==> src/rtl/pp_irq_pkg.sv <==
package pp_irq_pkg;

    localparam int REG_W     = 8;
    localparam int LEVEL_W   = 3;
    localparam int SYNC_DEPTH = 2;

    // register bit positions that software relies on
    localparam int EN_BIT    = 3;
    localparam int POL_BIT   = 4;
    localparam int ACK_BIT   = 5;
    localparam int FLT_BIT   = 6;
    localparam int PEND_BIT  = 7;

    // printer line index inside the synchronized vector
    localparam int LINE_ACK  = 0;
    localparam int LINE_FLT  = 1;
    localparam int N_LINES   = 2;

    typedef struct packed {
        logic               fall_sel;
        logic               en;
        logic [LEVEL_W-1:0] level;
    } pp_cfg_t;

    typedef struct packed {
        logic fault;
        logic ack;
    } pp_flags_t;

    function automatic pp_cfg_t pp_unpack_cfg(input logic [REG_W-1:0] w);
        pp_cfg_t c;
        c.level    = w[LEVEL_W-1:0];
        c.en       = w[EN_BIT];
        c.fall_sel = w[POL_BIT];
        return c;
    endfunction

    function automatic logic [REG_W-1:0] pp_pack(input pp_cfg_t c, input pp_flags_t f);
        logic [REG_W-1:0] r;
        r                  = '0;
        r[LEVEL_W-1:0]     = c.level;
        r[EN_BIT]          = c.en;
        r[POL_BIT]         = c.fall_sel;
        r[ACK_BIT]         = f.ack;
        r[FLT_BIT]         = f.fault;
        r[PEND_BIT]        = f.ack | f.fault;
        return r;
    endfunction

endpackage

==> src/rtl/pp_sync_chain.sv <==
module pp_sync_chain #(
    parameter int WIDTH  = 2,
    parameter int STAGES = 2
) (
    input  logic             clk,
    input  logic             rst,
    input  logic [WIDTH-1:0] din,
    output logic [WIDTH-1:0] dout
);
    logic [STAGES-1:0][WIDTH-1:0] stg;

    always_ff @(posedge clk) begin
        if (rst) begin
            stg <= '0;
        end else begin
            stg[0] <= din;
            for (int i = 1; i < STAGES; i++) begin
                stg[i] <= stg[i-1];
            end
        end
    end

    assign dout = stg[STAGES-1];
endmodule

==> src/rtl/pp_edge_det.sv <==
module pp_edge_det #(
    parameter int WIDTH = 2,
    parameter int FILL  = 3
) (
    input  logic             clk,
    input  logic             rst,
    input  logic [WIDTH-1:0] lvl,
    output logic [WIDTH-1:0] rise,
    output logic [WIDTH-1:0] fall
);
    localparam int CW = $clog2(FILL + 1);

    logic [WIDTH-1:0] prev;
    logic [CW-1:0]    fill_cnt;
    logic             primed;

    always_ff @(posedge clk) begin
        if (rst) begin
            prev     <= '0;
            fill_cnt <= '0;
        end else begin
            prev <= lvl;
            if (fill_cnt != CW'(FILL)) begin
                fill_cnt <= fill_cnt + 1'b1;
            end
        end
    end

    assign primed = (fill_cnt == CW'(FILL));

    for (genvar b = 0; b < WIDTH; b++) begin : g_line
        assign rise[b] = primed &  lvl[b] & ~prev[b];
        assign fall[b] = primed & ~lvl[b] &  prev[b];
    end


    rise_once_chk: assert property (@(posedge clk) disable iff (rst)
        (rise != '0) |=> ((rise & $past(rise)) == '0));

    fall_once_chk: assert property (@(posedge clk) disable iff (rst)
        (fall != '0) |=> ((fall & $past(fall)) == '0));
endmodule

==> src/rtl/pp_irq_regs.sv <==
module pp_irq_regs
    import pp_irq_pkg::*;
(
    input  logic             clk,
    input  logic             rst,
    input  logic             wr,
    input  logic [REG_W-1:0] wdata,
    input  logic             ack_evt,
    input  logic             flt_evt,
    output pp_cfg_t          cfg,
    output pp_flags_t        flags
);
    logic dis_wr;
    logic ack_w1c;
    logic flt_w1c;

    assign dis_wr  = wr & ~wdata[EN_BIT];
    assign ack_w1c = wr &  wdata[ACK_BIT];
    assign flt_w1c = wr &  wdata[FLT_BIT];

    always_ff @(posedge clk) begin
        if (rst) begin
            cfg   <= '0;
            flags <= '0;
        end else begin
            if (wr) begin
                cfg <= pp_unpack_cfg(wdata);
            end
            // disabling beats an edge; an edge beats write-one-clear
            if (dis_wr) begin
                flags.ack <= 1'b0;
            end else if (ack_evt && cfg.en) begin
                flags.ack <= 1'b1;
            end else if (ack_w1c) begin
                flags.ack <= 1'b0;
            end
            if (flt_evt) begin
                flags.fault <= 1'b1;
            end else if (flt_w1c) begin
                flags.fault <= 1'b0;
            end
        end
    end


    ack_needs_en_chk: assert property (@(posedge clk) disable iff (rst)
        !cfg.en |-> !flags.ack);

    dis_clears_ack_chk: assert property (@(posedge clk) disable iff (rst)
        (wr && !wdata[EN_BIT]) |=> !flags.ack);

    ack_set_wins_chk: assert property (@(posedge clk) disable iff (rst)
        (ack_evt && cfg.en && !(wr && !wdata[EN_BIT])) |=> flags.ack);

    flt_set_chk: assert property (@(posedge clk) disable iff (rst)
        flt_evt |=> flags.fault);

    flt_hold_chk: assert property (@(posedge clk) disable iff (rst)
        (!flt_evt && !(wr && wdata[FLT_BIT])) |=> (flags.fault == $past(flags.fault)));
endmodule

==> src/rtl/pp_irq_ctrl.sv <==
module pp_irq_ctrl
    import pp_irq_pkg::*;
(
    input  logic               clk,
    input  logic               rst,
    input  logic               reg_wr,
    input  logic [REG_W-1:0]   reg_wdata,
    output logic [REG_W-1:0]   reg_rdata,
    input  logic               ack_in,
    input  logic               fault_in,
    output logic               irq_req,
    output logic [LEVEL_W-1:0] irq_level
);
    logic [N_LINES-1:0] raw_lines;
    logic [N_LINES-1:0] sync_lines;
    logic [N_LINES-1:0] rise;
    logic [N_LINES-1:0] fall;
    logic               ack_evt;
    logic               flt_evt;
    pp_cfg_t            cfg;
    pp_flags_t          flags;

    always_comb begin
        raw_lines           = '0;
        raw_lines[LINE_ACK] = ack_in;
        raw_lines[LINE_FLT] = fault_in;
    end

    pp_sync_chain #(.WIDTH(N_LINES), .STAGES(SYNC_DEPTH)) u_sync (
        .clk  (clk),
        .rst  (rst),
        .din  (raw_lines),
        .dout (sync_lines)
    );

    pp_edge_det #(.WIDTH(N_LINES), .FILL(SYNC_DEPTH + 1)) u_edge (
        .clk  (clk),
        .rst  (rst),
        .lvl  (sync_lines),
        .rise (rise),
        .fall (fall)
    );

    assign ack_evt = cfg.fall_sel ? fall[LINE_ACK] : rise[LINE_ACK];
    assign flt_evt = fall[LINE_FLT];

    pp_irq_regs u_regs (
        .clk     (clk),
        .rst     (rst),
        .wr      (reg_wr),
        .wdata   (reg_wdata),
        .ack_evt (ack_evt),
        .flt_evt (flt_evt),
        .cfg     (cfg),
        .flags   (flags)
    );

    assign reg_rdata = pp_pack(cfg, flags);
    assign irq_level = cfg.level;
    assign irq_req   = cfg.en & (flags.ack | flags.fault);


    pend_or_chk: assert property (@(posedge clk) disable iff (rst)
        reg_rdata[PEND_BIT] == (reg_rdata[ACK_BIT] | reg_rdata[FLT_BIT]));

    irq_req_chk: assert property (@(posedge clk) disable iff (rst)
        irq_req == (reg_rdata[PEND_BIT] & reg_rdata[EN_BIT]));

    reset_clear_chk: assert property (@(posedge clk)
        rst |=> (reg_rdata == '0));
endmodule

==> config.mk <==
export PLATFORM = sky130hd
export DESIGN_NAME = pp_irq_ctrl
export DESIGN_NICKNAME = d
export VERILOG_FILES = /design/src/rtl/pp_irq_pkg.sv /design/src/rtl/pp_sync_chain.sv /design/src/rtl/pp_edge_det.sv /design/src/rtl/pp_irq_regs.sv /design/src/rtl/pp_irq_ctrl.sv
export SDC_FILE = /design/constraint.sdc
export NUM_CORES = 1
export LEC_CHECK = 0
export BUFFER_PORTS_ARGS = -buffer_cell sky130_fd_sc_hd__buf_2
export CELL_PAD_IN_SITES_DETAIL_PLACEMENT = 0
export CELL_PAD_IN_SITES_GLOBAL_PLACEMENT = 2
export CORE_UTILIZATION = 25
export DETAILED_ROUTE_END_ITERATION = 8
export GPL_ROUTABILITY_DRIVEN = 0
export PLACE_DENSITY_LB_ADDON = 0.1
export SYNTH_ARGS = -nofsm -noshare
export SYNTH_HDL_FRONTEND = slang
export SYNTH_SLANG_ARGS = --single-unit
==> constraint.sdc <==
create_clock -name clk -period 3 [get_ports clk]
set_clock_uncertainty 0.15 [all_clocks]
set_input_delay 0.3 -clock clk [delete_from_list [all_inputs] [get_ports clk]]
set_output_delay 0.3 -clock clk [all_outputs]
set_load 0.1 [all_outputs]
# == Word level (Yosys, flattened, before mapping) ==
# Cells that the tools add are included.
# word_totals
regBits,15
elab_cells,36
output_inout_bits,12
input_bits,13
# classes
mux,5
bitwise,15
eq_ne,2
n_reduce_logical,4
addsub,1
# ops
op,n
1-bit bitwise AND,10
1-bit 2-to-1 mux,5
1-bit NOT,4
2-bit nonzero test,2
"2-bit by 1-bit adder with 2-bit output, second input constant",1
"2-bit equality test, second input constant",1
"2-bit inequality test, second input constant",1
2-bit OR reduction,1
1-bit logical AND,1
1-bit OR,1

# == Longest topological paths before layout ==
# Gate-level depths: netlist of the first run.
# logic_depth
word_depth,6
mapped_depth,4
mapped_depth_nobuf,3

# == Hierarchy ==
# From an unflattened synthesis of the first run, not the netlist that was laid out.
# hier_totals
cells_unflattened,58
hier_area_um2,613.1
# modules_own_cells
mod,cells_each,seq_area_each_um2,instances,area_each_um2
pp_irq_regs,25,140.1,1,275.3
pp_edge_det,17,80.1,1,166.4
pp_sync_chain,10,80.1,1,120.1
pp_irq_ctrl,6,0.0,1,51.3

# == Worst setup path before layout of the first run ==
# No wires, ideal clock.
# synth_path
kind,register to output
startpoint,reg u_regs.flags[1] (netlist name)
endpoint,out irq_req
n_path_buf,0
slack_ns,-0.083
stages_incl_launch_ff,3
required_time_ns,2.550
arrival_ns,2.633
cell_sequence,dfxtp_1 > or2_1 > and2_1
# synth_via
elab_chain_cells,2
# synth_lines
element,line,text
1-bit OR,-,
via reg_rdata[7],pp_irq_ctrl.sv:8,"output logic [REG_W-1:0] reg_rdata,"
1-bit bitwise AND,pp_irq_ctrl.sv:60,assign irq_req = cfg.en & (flags.ack | flags.fault);
"end, declared",pp_irq_ctrl.sv:11,"output logic irq_req,"
# The timed path passes the listed nets, and every way through them passes these cells.

# == Final worst setup path of the first run ==
# layout_path
startpoint,reg u_regs.flags[1] (netlist name)
endpoint,out irq_req
# layout_via
elab_chain_cells,2
# layout_lines
element,line
1-bit OR,pp_irq_ctrl.sv:60
1-bit bitwise AND,pp_irq_ctrl.sv:60
# No other way between the ends.

==> results of run 1 <==
[state kept, by name, summed over array words and instances (netlist names)]
register and flops:
u_sync.stg 2, u_edge.prev 2, u_edge.fill_cnt 2, u_regs.cfg 5, u_regs.flags 2, u_sync.dout 2
[cells by family (layout without fill, tap and decap cells)]
family / Yosys count / count (layout) / synth area share, %
multiplexers: 6 / 6 / 10.4
buffers and inverters: 8 / 30 / 7.61
flip-flops: 15 / 15 / 52.2
adder cells (fa/ha/maj): 1 / 1 / 2.17
AND/OR/NAND/NOR: 19 / 19 / 17.8
AO/OA/AOI/OAI: 5 / 5 / 8.26
XOR/XNOR: 1 / 1 / 1.52
[final cells by class]
class	instances	share of cell area, %
clock buffer	4	3.65
inverter	3	1.56
multi-input combinational	32	32.3
sequential	15	41.7
tap	28	4.86
timing repair buffer	23	16.0
[layout by cell type, fill, tap and decap left out, types with 3 or more instances in the layout]
cell	count
sky130_fd_sc_hd__dfxtp_1	15
sky130_fd_sc_hd__buf_2	23
sky130_fd_sc_hd__nor2b_1	5
sky130_fd_sc_hd__clkbuf_4	3
sky130_fd_sc_hd__nor2_1	9
sky130_fd_sc_hd__mux2i_1	6
sky130_fd_sc_hd__inv_1	3
[metrics by stage]
step           hold slack (ns)  power, µW
3_3_place_gp             0.272        318
5_1_grt                 0.0657        450
3_5_place_dp             0.276        318
2_1_floorplan            0.222        302
4_1_cts                 0.0640        434
6_report                0.0806        421
[synthesized netlist by cell type]
| cell | number |
|---|---|
| sky130_fd_sc_hd__buf_4 | 3 |
| sky130_fd_sc_hd__o211ai_1 | 1 |
| sky130_fd_sc_hd__a32oi_1 | 1 |
| sky130_fd_sc_hd__and2_1 | 1 |
| sky130_fd_sc_hd__nor3b_2 | 1 |
| sky130_fd_sc_hd__a21boi_0 | 1 |
| sky130_fd_sc_hd__nor2_1 | 9 |
| sky130_fd_sc_hd__buf_2 | 2 |
| sky130_fd_sc_hd__ha_1 | 1 |
| sky130_fd_sc_hd__dfxtp_1 | 15 |
| sky130_fd_sc_hd__a221oi_2 | 1 |
| sky130_fd_sc_hd__inv_1 | 3 |
| sky130_fd_sc_hd__mux2i_1 | 6 |
| sky130_fd_sc_hd__nand2_1 | 1 |
| sky130_fd_sc_hd__and3b_1 | 1 |
| sky130_fd_sc_hd__xor2_1 | 1 |
| sky130_fd_sc_hd__or2_1 | 1 |
| sky130_fd_sc_hd__o2111ai_1 | 1 |
| sky130_fd_sc_hd__nor2b_1 | 5 |
[power by group through the flow]
stage,logic (µW),clock network (µW),registers [µW]
after floorplan,49.3,0,253
after global placement,93.0,0,225
after detailed placement,93.0,0,225
after CTS,93.2,121,220
after global routing,99.8,127,223
final,92.2,109,220
[final timing paths]
path	endpoint	slack, ns	depth (start not counted)
max	irq_req	1.25	3
min reg2reg	u_edge.prev[1]$_SDFF_PP0_	0.29	2
min	u_sync.stg[0]$_SDFF_PP0_	0.08	2
max reg2reg	u_regs.flags[0]$_SDFFE_PP0P_	1.71	3
[layer usage]
metal  up-vias  wire length (µm)  GRT usage (%)
met4         0                16           8.57
met2        18               418           12.2
li1        225                 -              -
met1       185               473           11.4
met3         2                70           2.78
met5         -                 0              0
[worst max-delay path: cells and delay by family, from the launching register on]
family / cells / cell delay [ns]
and+or+nand+nor: 2 / 0.41
DFF: 1 / 0.33
buffers and inverters: 1 / 0.28
==> impl_metrics.xml, run 1 <==
<?xml version="1.0" encoding="UTF-8"?>
<metrics>
  <group name="yosys">
    <metric name="syn_area_per_cell" unit="µm²">10.5</metric>
    <metric name="synth_largest_area_cell" unit="">sky130_fd_sc_hd__dfxtp_1</metric>
    <metric name="syn-instance-count" unit="">55</metric>
    <metric name="synth_top_area_share" unit="%">52.2</metric>
    <metric name="synth_area_leaders" unit="">sky130_fd_sc_hd__dfxtp_1 (52%), sky130_fd_sc_hd__mux2i_1 (10%), sky130_fd_sc_hd__nor2_1 (5.9%)</metric>
    <metric name="post_synth_design_cell_area" unit="µm²">576</metric>
    <metric name="syn-num-nets" unit="">69</metric>
    <metric name="synth_cell_type_count" unit="">19</metric>
    <metric name="synth_warnings" unit="">0</metric>
    <metric name="synth-seq-area-share" unit="%">52.2</metric>
    <metric name="synth_seq_cells" unit="">15</metric>
  </group>
  <group name="timing">
    <metric name="period_share" unit="%">58.2</metric>
    <metric name="period_needed" unit="ns">1.75</metric>
    <metric name="slew_headroom" unit="%">67.9</metric>
    <metric name="totalNegativeSetupSlack" unit="ns">0</metric>
    <metric name="final_setup_violation_count" unit="">0</metric>
    <metric name="tightest_slew" unit="ns">0.484</metric>
    <metric name="setup_repair_after_global_routing_missed_its_margin" unit="">no</metric>
    <metric name="final.setup.worst_slack" unit="ns">1.25</metric>
    <metric name="slew_limit_fails" unit="">0</metric>
    <metric name="max_clock_freq" unit="MHz">572</metric>
    <metric name="finalHoldViolCount" unit="">0</metric>
  </group>
  <group name="worst_setup_path">
    <metric name="required" unit="ns">2.55</metric>
    <metric name="cpMaxStageDelayCell" unit="">sky130_fd_sc_hd__dfxtp_1</metric>
    <metric name="rr_startpoint" unit="">u_edge.fill_cnt[0]$_SDFFE_PP0P_</metric>
    <metric name="slowest_delay" unit="ns">0.33</metric>
    <metric name="critPathLaunch" unit="">u_regs.flags[1]$_SDFFE_PP0P_</metric>
    <metric name="crit_path_max_fanout" unit="">3</metric>
    <metric name="critical_path_type" unit="">register to output pin</metric>
    <metric name="crit_path_end_kind" unit="">output pin</metric>
    <metric name="cp-start-kind" unit="">register</metric>
    <metric name="cp_cell_sequence" unit="">or2_1 -&gt; and2_2 -&gt; buf_2</metric>
    <metric name="arrival" unit="ns">1.30</metric>
  </group>
  <group name="floorplanning">
    <metric name="core_area" unit="µm²">2190</metric>
    <metric name="die_height" unit="µm">50.0</metric>
    <metric name="initial_utilization" unit="%">26.3</metric>
    <metric name="rows" unit="">17</metric>
    <metric name="dieWidth" unit="µm">50.0</metric>
    <metric name="num_io_pins" unit="">25</metric>
    <metric name="dieArea" unit="µm²">2500</metric>
  </group>
  <group name="clocking">
    <metric name="cts.sinks" unit="">15</metric>
    <metric name="clock_insertion_delay_worst_skew" unit="ns">0.27</metric>
    <metric name="cts.hold.buffers_added" unit="">0</metric>
    <metric name="tritoncts.num_buffers" unit="">3</metric>
    <metric name="clkSlewWorstSetupHoldPaths" unit="ns">0.08</metric>
    <metric name="buffer_cell_driving_the_clock_tree_root" unit="">sky130_fd_sc_hd__clkbuf_4</metric>
    <metric name="cts_buffer_depth" unit="">2</metric>
    <metric name="tritoncts" unit="">done</metric>
    <metric name="cts_post_setup_buffers_inserted" unit="">0</metric>
    <metric name="postCtsResizedCells" unit="">0</metric>
    <metric name="clock_tree.htree_level_count" unit="">1</metric>
  </group>
  <group name="finish">
    <metric name="multi_input_area" unit="µm²">233</metric>
    <metric name="final_net_count" unit="">92</metric>
    <metric name="final_layout_size_suffix_gt1_share" unit="%">37.7</metric>
    <metric name="finish.instance_area" unit="µm²">721</metric>
    <metric name="layoutNonFillerInstCount" unit="">105</metric>
    <metric name="filler_cell_count" unit="">243</metric>
    <metric name="final_util" unit="%">32.9</metric>
    <metric name="antennaDiodeCount" unit="">0</metric>
    <metric name="area.growth.synth_to_final" unit="%">25.2</metric>
    <metric name="register_area" unit="µm²">300</metric>
  </group>
  <group name="power">
    <metric name="intPower" unit="µW">288</metric>
    <metric name="peakVddDrop" unit="V">0.000202</metric>
    <metric name="switching_share" unit="%">31.6</metric>
    <metric name="leakage" unit="µW">0.000354</metric>
    <metric name="seq_power_share" unit="%">52.3</metric>
    <metric name="share_comb_of_total_power" unit="%">21.9</metric>
    <metric name="power.density_cell_area" unit="nW/µm²">585</metric>
    <metric name="p_switching" unit="µW">133</metric>
    <metric name="clockPowerShare" unit="%">25.8</metric>
  </group>
  <group name="drt">
    <metric name="post-route-drc-count" unit="">0</metric>
    <metric name="initialDrtViolationCount" unit="">8</metric>
    <metric name="antenna_left" unit="">0</metric>
    <metric name="drt-pass1-iter-count" unit="">4</metric>
    <metric name="routed_wl" unit="µm">978</metric>
    <metric name="routed_wire_length_per_instance" unit="µm">9.31</metric>
    <metric name="drt-vias-per-instance" unit="">4.10</metric>
    <metric name="dr_total_vias" unit="">430</metric>
  </group>
  <group name="global_route">
    <metric name="grt_pass1_wl" unit="µm">1570</metric>
    <metric name="gr-total-overflow" unit="">0</metric>
    <metric name="grt_usage" unit="%">9.15</metric>
    <metric name="grt_start_max_net_pins" unit="">16</metric>
    <metric name="initial_antenna_violation_count" unit="">0</metric>
    <metric name="grt_pass1_vias" unit="">352</metric>
  </group>
  <group name="placed_design">
    <metric name="placed_cells" unit="">101</metric>
    <metric name="placed_area" unit="µm²">694</metric>
    <metric name="placement.io_buffers" unit="">23</metric>
    <metric name="post-place-ws" unit="ns">1.55</metric>
  </group>
  <group name="outcome">
    <metric name="run_status" unit="">completed</metric>
  </group>
  <group name="run">
    <metric name="reported_max_cap_violation_count" unit="">0</metric>
  </group>
  <group name="min_path">
    <metric name="hp-class" unit="">input pin to register</metric>
    <metric name="hold_path.startpoint" unit="">ack_in</metric>
  </group>
</metrics>
No activity file was read; power rests on OpenSTA's default activity.
==> run 2, diff against run 1 <==
--- a/config.mk
+++ b/config.mk
@@ -5,10 +5,11 @@
 export SDC_FILE = /design/constraint.sdc
 export NUM_CORES = 1
 export LEC_CHECK = 0
+export ABC_AREA = 1
 export BUFFER_PORTS_ARGS = -buffer_cell sky130_fd_sc_hd__buf_2
 export CELL_PAD_IN_SITES_DETAIL_PLACEMENT = 0
 export CELL_PAD_IN_SITES_GLOBAL_PLACEMENT = 2
-export CORE_UTILIZATION = 25
+export CORE_UTILIZATION = 21
 export DETAILED_ROUTE_END_ITERATION = 8
 export GPL_ROUTABILITY_DRIVEN = 0
 export PLACE_DENSITY_LB_ADDON = 0.1
==> constraint.sdc (replaced) <==
create_clock -name clk -period 1.4 [get_ports clk]
set_clock_uncertainty 0.15 [all_clocks]
set_input_delay 0.14 -clock clk [delete_from_list [all_inputs] [get_ports clk]]
set_output_delay 0.14 -clock clk [all_outputs]
set_load 0.1 [all_outputs]
==> impl_metrics.xml, run 2 <==
<?xml version="1.0" encoding="UTF-8"?>
<metrics>
  <group name="yosys">
    <metric name="syn-instance-count" unit="">74</metric>
    <metric name="synth_area_leaders" unit="">sky130_fd_sc_hd__dfxtp_1 (52%), sky130_fd_sc_hd__nor2_1 (9.2%), sky130_fd_sc_hd__inv_1 (7.2%)</metric>
    <metric name="syn-num-nets" unit="">88</metric>
    <metric name="synth_warnings" unit="">0</metric>
    <metric name="synth_top_area_share" unit="%">52.4</metric>
    <metric name="synth_largest_area_cell" unit="">sky130_fd_sc_hd__dfxtp_1</metric>
    <metric name="postSynth.asyncResetShare" unit="%">0</metric>
    <metric name="synth-seq-area-share" unit="%">52.4</metric>
    <metric name="synth_seq_cells" unit="">15</metric>
    <metric name="syn_area_per_cell" unit="µm²">7.74</metric>
    <metric name="synth_enable_flop_cells" unit="">0</metric>
    <metric name="synthFlopType" unit="">sky130_fd_sc_hd__dfxtp_1</metric>
    <metric name="yosys.cell_count.top_type" unit="">sky130_fd_sc_hd__dfxtp_1</metric>
    <metric name="ys_top_cells_by_count" unit="">sky130_fd_sc_hd__dfxtp_1 (15), sky130_fd_sc_hd__nor2_1 (14), sky130_fd_sc_hd__inv_1 (11), sky130_fd_sc_hd__nand2_1 (10), sky130_fd_sc_hd__a21oi_1 (6)</metric>
    <metric name="post_synth_design_cell_area" unit="µm²">573</metric>
    <metric name="synth_cell_type_count" unit="">15</metric>
  </group>
  <group name="min_path">
    <metric name="hold_path.startpoint" unit="">reg_wr</metric>
    <metric name="hp-class" unit="">input pin to register</metric>
    <metric name="worst_hold_path.num_cells" unit="">4</metric>
    <metric name="timing.hold.worst_endpoint" unit="">u_regs.flags[0]$_SDFFE_PP0P_</metric>
  </group>
  <group name="finish">
    <metric name="filler_cell_count" unit="">283</metric>
    <metric name="layoutNonFillerInstCount" unit="">139</metric>
    <metric name="most_common_cell_after_layout_fill_and_taps_aside" unit="">sky130_fd_sc_hd__buf_2</metric>
    <metric name="register_area" unit="µm²">317</metric>
    <metric name="final_util" unit="%">35.6</metric>
    <metric name="largest_register_ffs" unit="">5</metric>
    <metric name="multi_input_area" unit="µm²">195</metric>
    <metric name="final_net_count" unit="">124</metric>
    <metric name="finish.instance_area" unit="µm²">898</metric>
    <metric name="layout.cells.most_common_list" unit="">sky130_fd_sc_hd__buf_2 (21), sky130_fd_sc_hd__nor2_1 (14), sky130_fd_sc_hd__dlygate4sd3_1 (12)</metric>
    <metric name="final_layout_size_suffix_gt1_share" unit="%">36.7</metric>
    <metric name="antennaDiodeCount" unit="">0</metric>
    <metric name="area.growth.synth_to_final" unit="%">56.8</metric>
    <metric name="registers.top_by_ff_count" unit="">u_regs.cfg</metric>
  </group>
  <group name="clocking">
    <metric name="cts.sinks" unit="">15</metric>
    <metric name="tritoncts" unit="">done</metric>
    <metric name="clock_insertion_delay_worst_skew" unit="ns">0.28</metric>
    <metric name="buffer_cell_driving_the_clock_tree_root" unit="">sky130_fd_sc_hd__clkbuf_4</metric>
    <metric name="clkSlewWorstSetupHoldPaths" unit="ns">0.09</metric>
    <metric name="tritoncts.num_buffers" unit="">3</metric>
    <metric name="cts_buffer_depth" unit="">2</metric>
    <metric name="clock_tree.htree_level_count" unit="">1</metric>
  </group>
  <group name="placed_design">
    <metric name="placement.io_buffers" unit="">23</metric>
    <metric name="placed_cells" unit="">123</metric>
    <metric name="place_hpwl" unit="µm">867</metric>
    <metric name="placed_area" unit="µm²">752</metric>
  </group>
  <group name="timing">
    <metric name="final_setup_violation_count" unit="">0</metric>
    <metric name="finalHoldViolCount" unit="">0</metric>
    <metric name="slew_limit_fails" unit="">0</metric>
    <metric name="period_share" unit="%">97.8</metric>
    <metric name="period_needed" unit="ns">1.37</metric>
    <metric name="max_clock_freq" unit="MHz">730</metric>
    <metric name="setup_repair_after_global_routing_missed_its_margin" unit="">no</metric>
    <metric name="fin_worst_hold_slack" unit="ns">0.0472</metric>
    <metric name="slew_headroom" unit="%">67.9</metric>
    <metric name="tightest_slew" unit="ns">0.485</metric>
  </group>
  <group name="power">
    <metric name="share_comb_of_total_power" unit="%">25.4</metric>
    <metric name="switching_share" unit="%">34.3</metric>
    <metric name="seq_power_share" unit="%">48.8</metric>
    <metric name="intPower" unit="µW">631</metric>
    <metric name="leakage" unit="µW">0.000423</metric>
    <metric name="p_switching" unit="µW">329</metric>
    <metric name="clockPowerShare" unit="%">25.9</metric>
    <metric name="peakVddDrop" unit="V">0.000390</metric>
    <metric name="power.density_cell_area" unit="nW/µm²">1070</metric>
  </group>
  <group name="floorplanning">
    <metric name="die_height" unit="µm">54.2</metric>
    <metric name="num_io_pins" unit="">25</metric>
    <metric name="core_area" unit="µm²">2520</metric>
    <metric name="initial_utilization" unit="%">22.7</metric>
    <metric name="rows" unit="">18</metric>
    <metric name="dieArea" unit="µm²">2940</metric>
    <metric name="dieWidth" unit="µm">54.2</metric>
  </group>
  <group name="drt">
    <metric name="antenna_left" unit="">0</metric>
    <metric name="drt-vias-per-instance" unit="">3.75</metric>
    <metric name="drt-pass1-iter-count" unit="">2</metric>
    <metric name="post-route-drc-count" unit="">0</metric>
    <metric name="routed_wire_length_per_instance" unit="µm">8.99</metric>
    <metric name="routed_wl" unit="µm">1250</metric>
    <metric name="dr_total_vias" unit="">521</metric>
    <metric name="initialDrtViolationCount" unit="">1</metric>
  </group>
  <group name="outcome">
    <metric name="run_status" unit="">completed</metric>
  </group>
  <group name="worst_setup_path">
    <metric name="timing.critical_path.mode_cell" unit="">sky130_fd_sc_hd__dlygate4sd3_1</metric>
    <metric name="slowest_delay" unit="ns">0.54</metric>
    <metric name="cp_cell_sequence" unit="">dlygate4sd3_1 -&gt; buf_2 -&gt; inv_1 -&gt; nor2_1 -&gt; dlygate4sd3_1</metric>
    <metric name="timing.rr.end" unit="">u_regs.flags[0]$_SDFFE_PP0P_</metric>
    <metric name="required" unit="ns">1.42</metric>
    <metric name="rr_worst_depth" unit="">5</metric>
    <metric name="cp-start-kind" unit="">input pin</metric>
    <metric name="critical_path_type" unit="">input pin to register</metric>
    <metric name="crit_path_max_fanout" unit="">1</metric>
    <metric name="cpMaxStageDelayCell" unit="">sky130_fd_sc_hd__dlygate4sd3_1</metric>
    <metric name="regToRegSetupSlack" unit="ns">0.27</metric>
    <metric name="arrival" unit="ns">1.39</metric>
    <metric name="crit_path_end_kind" unit="">register</metric>
    <metric name="rr_startpoint" unit="">u_edge.fill_cnt[0]$_SDFFE_PP0P_</metric>
  </group>
  <group name="global_route">
    <metric name="grt_start_max_net_pins" unit="">9</metric>
    <metric name="grt_pass1_vias" unit="">510</metric>
    <metric name="initial_antenna_violation_count" unit="">0</metric>
    <metric name="grt_usage" unit="%">10.4</metric>
    <metric name="grt_pass1_wl" unit="µm">2100</metric>
    <metric name="gr-total-overflow" unit="">0</metric>
  </group>
  <group name="run">
    <metric name="reported_max_cap_violation_count" unit="">0</metric>
  </group>
</metrics>
[run 2: changes by cell type after synthesis, moves of 3 or more]
cell,delta
sky130_fd_sc_hd__nand2_1,+9
sky130_fd_sc_hd__nor2_1,+5
sky130_fd_sc_hd__mux2i_1,-6
sky130_fd_sc_hd__o21ai_1,+3
sky130_fd_sc_hd__inv_1,+8
sky130_fd_sc_hd__a21oi_1,+6
sky130_fd_sc_hd__nor2b_1,-5
sky130_fd_sc_hd__o21ai_0,+3
[run 2: metrics by stage]
step | setup TNS (ns) | total power (µW) | setup WS [ns]
2_1_floorplan | -0.148 | 661 | -0.148
3_3_place_gp | 0 | 697 | 0.285
3_5_place_dp | 0 | 698 | 0.283
4_1_cts | 0 | 984 | 0.0183
5_1_grt | 0 | 1020 | 0.00465
6_report | 0 | 960 | 0.0306
[run 2: logic make-up (layout without fill, tap and decap cells)]
| kind of cell | Yosys count | in the layout | share of synthesized area, % |
|---|---|---|---|
| buffers and inverters | 19 | 54 | 15.9 |
| AO/OA/AOI/OAI | 13 | 13 | 12.0 |
| AND/OR/NAND/NOR | 26 | 26 | 17.5 |
| flip-flops | 15 | 15 | 52.4 |
| adder cells (fa/ha/maj) | 1 | 1 | 2.18 |
[run 2: how the worst max path moves through the flow]
stage / start / to / slack [ns] / cells after the start
floorplan: u_regs.flags[1]$_SDFFE_PP0P_ / irq_req / -0.15 / 2
global placement: u_edge.fill_cnt[0]$_SDFFE_PP0P_ / u_regs.flags[0]$_SDFFE_PP0P_ / 0.29 / 5
detailed placement: u_edge.fill_cnt[0]$_SDFFE_PP0P_ / u_regs.flags[0]$_SDFFE_PP0P_ / 0.28 / 5
CTS: u_regs.flags[1]$_SDFFE_PP0P_ / irq_req / 0.02 / 3
global route: u_regs.flags[1]$_SDFFE_PP0P_ / irq_req / 0.005 / 3
finish: fault_in / u_sync.stg[1]$_SDFF_PP0_ / 0.03 / 5
[run 2: timing repair]
action                                  CTS  global route
resized for setup                         0             1
hold buffers                             12             0
buffers inserted                          0             0
endpoints found under the hold margin    13             0
endpoints found under the setup margin    0             1
[run 2: cell type report]
type / count / area share (%)
clock buffer: 4 / 2.92
inverter: 15 / 6.41
multi-input combinational: 40 / 21.7
sequential: 15 / 35.2
tap: 30 / 4.18
timing repair buffer: 35 / 29.5
[run 2: worst max-delay path, delay by kind of cell]
kind	cells	cell delay [ns]
buffers and inverters	4	1.23
and+or+nand+nor	1	0.03
[run 2: per-layer routing]
layer	vias up	track usage, %	wire, µm
li1	289	-	-
met1	212	12.1	630
met2	18	16.5	519
met3	2	2.50	83
met4	0	7.69	15
met5	-	0	0
[run 2: power groups by stage]
stage / combinational (µW) / sequential, µW / clock, µW
global placement: 219 / 478 / 0
finish: 244 / 468 / 249
CTS: 247 / 469 / 268
global route: 264 / 474 / 283
detailed placement: 220 / 478 / 0
floorplan: 110 / 551 / 0
